==> config.mk <==
export PLATFORM = sky130hd
export DESIGN_NAME = voq_input_buffer
export DESIGN_NICKNAME = d
export VERILOG_FILES = /design/src/rtl/voq_pkg.sv /design/src/rtl/voq_free_list.sv /design/src/rtl/voq_link_store.sv /design/src/rtl/voq_queue_state.sv /design/src/rtl/voq_input_buffer.sv
export SDC_FILE = /design/constraint.sdc
export NUM_CORES = 1
export LEC_CHECK = 0
export BUFFER_PORTS_ARGS = -buffer_cell sky130_fd_sc_hd__buf_2
export CORE_ASPECT_RATIO = 0.7
export CORE_MARGIN = 2
export CORE_UTILIZATION = 35
export DETAILED_ROUTE_END_ITERATION = 16
export GPL_ROUTABILITY_DRIVEN = 0
export GPL_TIMING_DRIVEN = 0
export PLACE_DENSITY_LB_ADDON = 0.12
export SYNTH_ARGS = -nofsm -noshare
export SYNTH_HDL_FRONTEND = slang
export SYNTH_SLANG_ARGS = --single-unit
==> constraint.sdc <==
create_clock -name clk_i -period 6.6 [get_ports clk_i]
set_input_delay 1.32 -clock clk_i [delete_from_list [all_inputs] [get_ports clk_i]]
set_output_delay 1.32 -clock clk_i [all_outputs]
set_load 0.05 [all_outputs]
==> src/rtl/voq_pkg.sv <==
package voq_pkg;
  localparam int unsigned N_PORTS_DEF = 4;
  localparam int unsigned DEPTH_DEF   = 16;
  localparam int unsigned CELL_W_DEF  = 32;
endpackage

==> src/rtl/voq_free_list.sv <==
module voq_free_list #(
  parameter int unsigned DEPTH = voq_pkg::DEPTH_DEF,
  localparam int unsigned AW = $clog2(DEPTH),
  localparam int unsigned CW = $clog2(DEPTH + 1)
) (
  input  logic          clk_i,
  input  logic          rst_ni,
  input  logic          pop_i,
  input  logic          push_i,
  input  logic [AW-1:0] push_idx_i,
  output logic [AW-1:0] top_idx_o,
  output logic          empty_o,
  output logic [CW-1:0] count_o
);
  localparam logic [CW-1:0] FULL_C = CW'(DEPTH);

  logic [AW-1:0] slots_q [DEPTH];
  logic [AW-1:0] rd_q, wr_q;
  logic [CW-1:0] count_q;

  always_ff @(posedge clk_i or negedge rst_ni) begin
    if (!rst_ni) begin
      for (int i = 0; i < int'(DEPTH); i++) slots_q[i] <= AW'(i);
      rd_q    <= '0;
      wr_q    <= '0;
      count_q <= FULL_C;
    end else begin
      if (push_i) begin
        slots_q[wr_q] <= push_idx_i;
        wr_q          <= wr_q + 1'b1;
      end
      if (pop_i) rd_q <= rd_q + 1'b1;
      count_q <= count_q + CW'(push_i) - CW'(pop_i);
    end
  end

  assign top_idx_o = slots_q[rd_q];
  assign empty_o   = (count_q == '0);
  assign count_o   = count_q;

  p_free_no_underflow_r4: assert property (@(posedge clk_i) disable iff (!rst_ni)
    pop_i |-> count_q != '0);
  p_free_no_overflow_r9: assert property (@(posedge clk_i) disable iff (!rst_ni)
    push_i |-> count_q != FULL_C);
endmodule

==> src/rtl/voq_link_store.sv <==
module voq_link_store #(
  parameter int unsigned DEPTH  = voq_pkg::DEPTH_DEF,
  parameter int unsigned CELL_W = voq_pkg::CELL_W_DEF,
  localparam int unsigned AW = $clog2(DEPTH)
) (
  input  logic              clk_i,
  input  logic              wr_en_i,
  input  logic [AW-1:0]     wr_idx_i,
  input  logic [CELL_W-1:0] wr_data_i,
  input  logic              lnk_en_i,
  input  logic [AW-1:0]     lnk_idx_i,
  input  logic [AW-1:0]     lnk_val_i,
  input  logic [AW-1:0]     rd_idx_i,
  output logic [CELL_W-1:0] rd_data_o,
  output logic [AW-1:0]     rd_next_o
);
  logic [CELL_W-1:0] cells_q [DEPTH];
  logic [AW-1:0]     next_q  [DEPTH];

  always_ff @(posedge clk_i) begin
    if (wr_en_i)  cells_q[wr_idx_i] <= wr_data_i;
    if (lnk_en_i) next_q[lnk_idx_i] <= lnk_val_i;
  end

  assign rd_data_o = cells_q[rd_idx_i];
  assign rd_next_o = next_q[rd_idx_i];
endmodule

==> src/rtl/voq_queue_state.sv <==
module voq_queue_state #(
  parameter int unsigned DEPTH = voq_pkg::DEPTH_DEF,
  localparam int unsigned AW = $clog2(DEPTH),
  localparam int unsigned CW = $clog2(DEPTH + 1)
) (
  input  logic          clk_i,
  input  logic          rst_ni,
  input  logic          enq_hit_i,
  input  logic          deq_hit_i,
  input  logic [AW-1:0] slot_i,
  input  logic [AW-1:0] head_next_i,
  output logic [AW-1:0] head_o,
  output logic [AW-1:0] tail_o,
  output logic [CW-1:0] cnt_o,
  output logic          link_o
);
  localparam logic [CW-1:0] FULL_C = CW'(DEPTH);
  localparam logic [CW-1:0] ONE_C  = CW'(1);

  logic [AW-1:0] head_q, tail_q;
  logic [CW-1:0] cnt_q;
  logic          new_head;

  // new cell becomes head when queue is or is about to be empty
  assign new_head = (cnt_q == '0) || (deq_hit_i && cnt_q == ONE_C);

  always_ff @(posedge clk_i or negedge rst_ni) begin
    if (!rst_ni) begin
      head_q <= '0;
      tail_q <= '0;
      cnt_q  <= '0;
    end else begin
      if (deq_hit_i) head_q <= head_next_i;
      if (enq_hit_i) begin
        tail_q <= slot_i;
        if (new_head) head_q <= slot_i;
      end
      cnt_q <= cnt_q + CW'(enq_hit_i) - CW'(deq_hit_i);
    end
  end

  assign head_o = head_q;
  assign tail_o = tail_q;
  assign cnt_o  = cnt_q;
  assign link_o = enq_hit_i && !new_head;

  p_deq_only_nonempty_r6: assert property (@(posedge clk_i) disable iff (!rst_ni)
    deq_hit_i |-> cnt_q != '0);
  p_cnt_bound_r9: assert property (@(posedge clk_i) disable iff (!rst_ni)
    cnt_q <= FULL_C);
endmodule

==> src/rtl/voq_input_buffer.sv <==
module voq_input_buffer #(
  parameter int unsigned N_PORTS = voq_pkg::N_PORTS_DEF,
  parameter int unsigned DEPTH   = voq_pkg::DEPTH_DEF,
  parameter int unsigned CELL_W  = voq_pkg::CELL_W_DEF,
  localparam int unsigned QW = $clog2(N_PORTS),
  localparam int unsigned AW = $clog2(DEPTH),
  localparam int unsigned CW = $clog2(DEPTH + 1)
) (
  input  logic               clk_i,
  input  logic               rst_ni,
  input  logic               enq_valid_i,
  input  logic [QW-1:0]      enq_dest_i,
  input  logic [CELL_W-1:0]  enq_data_i,
  output logic               enq_ready_o,
  input  logic               deq_valid_i,
  input  logic [QW-1:0]      deq_queue_i,
  output logic               deq_valid_o,
  output logic [CELL_W-1:0]  deq_data_o,
  output logic [N_PORTS-1:0] nonempty_o,
  output logic               err_o
);
  localparam int unsigned SW = CW + QW;

  logic [N_PORTS-1:0][AW-1:0] head_w, tail_w;
  logic [N_PORTS-1:0][CW-1:0] cnt_w;
  logic [N_PORTS-1:0]         link_w;
  logic [AW-1:0]              free_idx, rd_next, rd_head;
  logic [CW-1:0]              free_cnt;
  logic                       free_empty, enq_ok, deq_ok, err_q;
  logic [SW-1:0]              stored_sum;

  assign enq_ok  = enq_valid_i && !free_empty;
  assign deq_ok  = deq_valid_i && (cnt_w[deq_queue_i] != '0);
  assign rd_head = head_w[deq_queue_i];

  voq_free_list #(.DEPTH(DEPTH)) u_free (
    .clk_i      (clk_i),
    .rst_ni     (rst_ni),
    .pop_i      (enq_ok),
    .push_i     (deq_ok),
    .push_idx_i (rd_head),
    .top_idx_o  (free_idx),
    .empty_o    (free_empty),
    .count_o    (free_cnt)
  );

  voq_link_store #(.DEPTH(DEPTH), .CELL_W(CELL_W)) u_store (
    .clk_i     (clk_i),
    .wr_en_i   (enq_ok),
    .wr_idx_i  (free_idx),
    .wr_data_i (enq_data_i),
    .lnk_en_i  (|link_w),
    .lnk_idx_i (tail_w[enq_dest_i]),
    .lnk_val_i (free_idx),
    .rd_idx_i  (rd_head),
    .rd_data_o (deq_data_o),
    .rd_next_o (rd_next)
  );

  for (genvar q = 0; q < int'(N_PORTS); q++) begin : g_queue
    voq_queue_state #(.DEPTH(DEPTH)) u_qs (
      .clk_i       (clk_i),
      .rst_ni      (rst_ni),
      .enq_hit_i   (enq_ok && enq_dest_i == QW'(q)),
      .deq_hit_i   (deq_ok && deq_queue_i == QW'(q)),
      .slot_i      (free_idx),
      .head_next_i (rd_next),
      .head_o      (head_w[q]),
      .tail_o      (tail_w[q]),
      .cnt_o       (cnt_w[q]),
      .link_o      (link_w[q])
    );
    assign nonempty_o[q] = (cnt_w[q] != '0);
  end

  always_ff @(posedge clk_i or negedge rst_ni) begin
    if (!rst_ni) err_q <= 1'b0;
    else if (deq_valid_i && !deq_ok) err_q <= 1'b1;
  end

  assign enq_ready_o = !free_empty;
  assign deq_valid_o = deq_ok;
  assign err_o       = err_q;

  always_comb begin
    stored_sum = '0;
    for (int q = 0; q < int'(N_PORTS); q++) stored_sum = stored_sum + SW'(cnt_w[q]);
  end

  p_cell_conservation_r4: assert property (@(posedge clk_i) disable iff (!rst_ni)
    stored_sum + SW'(free_cnt) == SW'(DEPTH));
  p_ready_tracks_full_r4: assert property (@(posedge clk_i) disable iff (!rst_ni)
    (stored_sum == SW'(DEPTH)) == !enq_ready_o);
  p_err_sticky_r6: assert property (@(posedge clk_i) disable iff (!rst_ni)
    err_o |=> err_o);
  p_nonempty_hold_r5: assert property (@(posedge clk_i) disable iff (!rst_ni)
    !(enq_ok || deq_ok) |=> $stable(nonempty_o));
  p_deq_valid_r8: assert property (@(posedge clk_i) disable iff (!rst_ni)
    deq_valid_o |-> (deq_valid_i && nonempty_o[deq_queue_i]));
endmodule

# Word level (Yosys, flattened, before mapping)
# Memories as Yosys holds them, arrays and structs flattened.
# Cells that the tools add are included.
[totals] regBits=130 mem_bits_rw=576 inputBits=40 output_inout_bits=39 wordCells=134 n_memories=2
[op_classes] n_addsub=12 magnitude_cmp=5 eq_ne=10 n_mux=28 n_bitwise=2 n_reduce_logical=43
[mem_list] name="u_store.cells_q" words=16 word_bits=32 read_ports=1 rd_clocked_by_memory_dff=0 wr=1 line="voq_link_store.sv:17" text="logic [CELL_W-1:0] cells_q [DEPTH];"
[mem_list] name="u_store.next_q" words=16 word_bits=4 read_ports=1 rd_clocked_by_memory_dff=0 wr=1 line="voq_link_store.sv:18" text="logic [AW-1:0] next_q [DEPTH];"
[ops] cell="two-way mux 4 bit" n=17
[ops] cell="bitwise mux 64 bit" n=1
[ops] cell="adder 5 x 1 -> 5 bit" n=5
[ops] cell="logical NOT 5 bit" n=5
[ops] cell="nonzero test 5 bit" n=5
[ops] cell="subtractor 5 x 1 -> 5 bit" n=5
[ops] cell="== test 5 x 1 -> 1 bit (second input constant)" n=4
[ops] cell="logical AND 1 bit" n=20
[ops] cell="binary-select mux 4 bit (select 2 bit)" n=2
[ops] cell="binary-select mux 4 bit (select 4 bit)" n=1
[ops] cell="demux 4 bit (select 4 bit)" n=1
[ops] cell="binary-select mux 5 bit (select 2 bit)" n=1
[ops] cell="greater-or-equal comparator 5 bit (second input constant)" n=2
[ops] cell="inverter 4 -> 5 bit" n=2
[ops] cell="adder 4 x 1 -> 4 bit (second input constant)" n=2
[ops] cell="== test 2 bit (second input constant)" n=4
[ops] cell="logical NOT 1 bit" n=6
[ops] cell="less-than comparator 2 x 3 -> 1 bit (second input constant)" n=2
[ops] cell="less-than comparator 5 x 1 -> 1 bit (second input constant)" n=1
[ops] cell="two-way mux 5 bit" n=1
[ops] cell="== test 2 x 1 -> 1 bit (second input constant)" n=2
[ops] cell="logical NOT 2 bit" n=2
[ops] cell="logical OR 1 bit" n=4
[ops] cell="two-way mux 1 bit" n=4
[ops] cell="OR reduction 4 bit" n=1

# Logic depth before layout (Yosys ltp)
[logic_depth] word_depth=12 ltp_mapped=17 depth_no_buf=15

# By module
# Synthesis repeated with hierarchy kept, for this count alone.
[hier_totals] cells_unflattened=1448 hier_area_um2=28728.8
[by_module_without_submodules] module="voq_link_store" instances=1 cells_per_inst=925 area_per_inst_um2=21708.3 seq_area_each_um2=17296.6
[by_module_without_submodules] module="voq_free_list" instances=1 cells_per_inst=252 area_per_inst_um2=3726.1 seq_area_each_um2=1968.1
[by_module_without_submodules] module="voq_queue_state" instances=4 cells_per_inst=55 area_per_inst_um2=703.2 seq_area_each_um2=325.3
[by_module_without_submodules] module="voq_input_buffer" instances=1 cells_per_inst=51 area_per_inst_um2=481.7 seq_area_each_um2=25.0

# Worst setup path before layout
# OpenSTA, ideal clock, no wires.
[synth_timing] path_type="input to output" start="input port deq_queue_i[0]" end="output port deq_data_o[28]" arrival_ns=3.664 required_time_ns=5.280 path_slack_ns=1.616 cell_stages=8 path_cell_list="buf_4 > mux4_2 > buf_2 > buf_1 > clkbuf_1 > mux4_2 > mux2i_1 > a21oi_1"
[synth_between] elab_chain_len=3
[synth_lines] element="start: declaration" line="voq_input_buffer.sv:16" text="input logic [QW-1:0] deq_queue_i,"
[synth_lines] element="binary-select mux 4 bit (select 2 bit)" line="voq_input_buffer.sv:34" text="assign rd_head = head_w[deq_queue_i];"
[synth_lines] element="two-way mux 4 bit (implied by the code)" line="voq_input_buffer.sv:34"
[synth_lines] element="memory (16 x 32 bit)"
[synth_lines] element="end: declaration" line="voq_input_buffer.sv:18" text="output logic [CELL_W-1:0] deq_data_o,"
# Every way passes these cells. The select of a mux whose other input is x is not followed.

# Final worst setup path
[layout_timing] start="input port deq_queue_i[1]" end="output port deq_data_o[31]"
# The elaborated chain is that of the path after synthesis.

==> summary.md <==
| Metric | Value |
|---|---|
| Tmin final | 6.30 ns |
| Routed vias | 15,100 |
| Number of remaining DRC errors | 0 |
| Total die area | 85,700 sq um |
| Mapped Area | 29,200 sq um |
| Critical path cell sequence | buf_2 > buf_2 > mux4_2 > buf_2 > buf_1 > buf_2 > mux4_2 > mux2i_1 > a21oi_1 > buf_2 |
| Synth cell types | 47 |
| Asr flop ratio synth | 18.4% |
| Total Routing Usage GR | 17.2% |
| Final nets | 1,824 |
| Final setup margin | 0.301 ns |
| Synth Area in Simple Gates | 4.04% |
| Pins over their slew limit | 0 |
| Routed Antenna Nets | 0 |
| Largest family of logic cells by synthesized area | multiplexers |
| Period utilization | 95.4% |
| XOR/XNOR share of the synthesized area | 0.780% |
| Setup Fix Bufs, Post-CTS | 0 |
| Critical path startpoint category | input port |
| CTS H-tree depth | 3 |
| CORE AREA | 82,500 sq um |
| Slew @ Worst Pin | 1.23 ns |
| Layout cells sized above 1 | 30.1% |
| Die width | 349 um |
| Hpwl dp | 48.5 mm |
| CP max FO | 10 |
| CP arrival | 4.98 ns |
| Max cap viols | 0 |
| Final hold viol count | 0 |
| Maximum VDD drop | 0.322 mV |
| I/O pin count | 79 |
| Storage cell area | 20,600 sq um |
| Mean post-synth cell area | 18.6 sq um |
| Row count | 88 |
| EDFF count, synth | 576 |
| GRT overflow | 0 |
| Post-synthesis compound-gate area fraction | 3.23% |
| Global-route wire length before repair | 107 mm |
| Synthesized netlist cell count | 1,572 |
| Drt pass-1 iters | 5 |
| TritonCTS sink count | 706 |
| Critical path's most frequent cell | buf_2 |
| F_max | 0.159 GHz |
| Area taken by multi-input logic gates | 8160 sq um |
| Initial antenna violation count | 9 |
| Multiplexer share of the synthesized area | 17.7% |
| Die height | 246 um |
| CTS tree | built |
| Required time of the critical path | 5.28 ns |
| Worst hold path class | register to register |
| Slew HR | 18.1% |
| Post-DR wirelength/cell | 25.2 um |
| Pin count of the biggest net entering global routing | 83 |
| Post-CTS Resized | 1 |
| Synthesized flop and latch total | 706 |
| CTS clock-pin slew for the worst setup and hold paths | 0.05 ns |
| Worst path max stage delay | 0.70 ns |
| Finish-stage setup viols | 0 |
| Vias in the first global route | 15,900 |
| CTS root buffer | clkbuf_16 |
| Drt total wl | 72.6 mm |
| Tot Pwr | 17.6 mW |
| Area grow syn2layout | 15.9% |
| Synth Area in Adders | 1.84% |
| Worst path slowest cell | buf_1 |
| Clock tree buffer depth | 3 |
| Syn. warnings | 0 |
| Hold-fix buffers, CTS | 0 |
| 1st-iter DRT viols | 1,096 |
| Synth Flop Type | edfxtp_1 |
| Initial Util | 35.4% |
| CTS buffer count | 74 |
| Type of the worst setup path | input port to output pin |
| Post-Syn Nets | 1,652 |
| Sequential element share of the synthesized area | 70.6% |
| Dpl ws | -0.0137 ns |
| Vias per cell | 5.23 |
| Pleak | 11.5 nW |
| Clock Skew | 0.0226 ns |
| Worst setup EP type | output pin |
| Port Buffer Count | 76 |
| Status | finished clean |
| RSZ-0062 raised after global routing | no |
| PwrDens | 520 nW/um^2 |
| Filler cells | 7,401 |
| Fin util | 41.0% |
| Worst-Skew Late Latency | 0.62 ns |
-- logic make-up (layout without fill, tap and decap cells) --
family,count (synthesis),after routing
xor gates and xnor gates,26,26
and+or+nand+nor,226,226
muxes,306,306
other,0,2
DFF,706,706
adders and majority gates,40,40
AOI/OAI and AO/OA,141,141
buffers and inverters,127,353
-- cell type report --
type | count | area share, %
Inverter | 48 | 0.533
Sequential cell | 706 | 60.9
Buffer | 79 | 1.08
Clock buffer | 94 | 5.82
Tap cell | 1080 | 3.99
Clock inverter | 36 | 0.988
Antenna cell | 2 | 0.0148
Multi-Input combinational cell | 739 | 24.1
Timing Repair Buffer | 96 | 2.57
-- worst paths after layout --
kind                            cells past startpoint                  endpoint      startpoint  slack (ns)
min in group asynchronous                           1  g_queue[3].u_qs.cnt_o[3]          rst_ni        0.66
worst min-delay path                                1                     err_o           err_o        0.46
worst max register to register                      8   u_store.cells_q[11][19]  u_free.rd_q[3]        2.03
worst min register to register                      1                     err_o           err_o        0.46
max in group asynchronous                           2        u_free.slots_q[14]          rst_ni        5.09
worst max-delay path                               10            deq_data_o[31]  deq_queue_i[1]        0.30
-- per-stage QoR --
step	instances	hold slack (ns)	cell area (sq um)	TNS (ns)
2_1_floorplan	1572	0.442	29200	0
3_3_place_gp	2728	0.450	30900	-21.70
3_5_place_dp	2748	0.462	31500	-0.0137
4_1_cts	2878	0.477	33800	0
5_1_grt	2878	0.493	33800	0
6_report	2880	0.465	33800	0
-- worst max-delay path: cells and delay by family --
kind | cells | cell delay [ns]
buffers and inverters | 6 | 2.35
multiplexers | 3 | 0.65
AO/OA/AOI/OAI | 1 | 0.63
-- sequential cells by signal, indices dropped and copies added, names as in the netlist --
signal	count
u_store.cells_q	512
err_o	1
u_free.count_o	5
g_queue.u_qs.head_o	16
u_free.rd_q	4
u_free.wr_q	4
g_queue.u_qs.tail_o	16
g_queue.u_qs.cnt_o	20
u_free.slots_q	64
u_store.next_q	64
-- metal layers --
layer  track usage (%)  vias up  wire length, um
met5                 0        -               15
met4              3.78        2             1190
met3              4.10       95             4600
met2              24.9      370            31300
met1              26.1     7997            35400
li1                  -     6607                -
-- cells in the mapped netlist, types with 34 or more instances --
library cell    n  area [sq um]
ha_1           35           438
inv_1          48           180
nor2_1         72           270
a211oi_1       36           270
mux2_2         83           935
nand2_1        34           128
dfrtp_1        97          2430
a21oi_1        44           220
mux4_2        159          3580
edfxtp_1      576         17300
clkbuf_1       34           128
mux2i_1        64           641
nor2b_1        36           225
-- cell usage in the layout (no fill, tap or decap), types with 44 or more instances in the layout --
| cell type | synthesis | final |
|---|---|---|
| edfxtp_1 | 576 | 576 |
| dfrtp_1 | 97 | 97 |
| mux2_2 | 83 | 83 |
| nor2_1 | 72 | 56 |
| mux2i_1 | 64 | 64 |
| inv_1 | 48 | 48 |
| mux4_2 | 159 | 159 |
| a21oi_1 | 44 | 44 |
| clkbuf_1 | 34 | 51 |
| clkbuf_16 | 0 | 76 |
| buf_2 | 33 | 108 |
-- power by group --
group | leakage [nW] | internal [mW] | switching, mW | total, mW
clock network | 1.13 | 2.31 | 1.72 | 4.04
registers | 6.76 | 6.20 | 0.363 | 6.56
logic | 3.60 | 2.55 | 4.43 | 6.98
total | 11.5 | 11.1 | 6.52 | 17.6
Power figures use the tool's default switching activity.
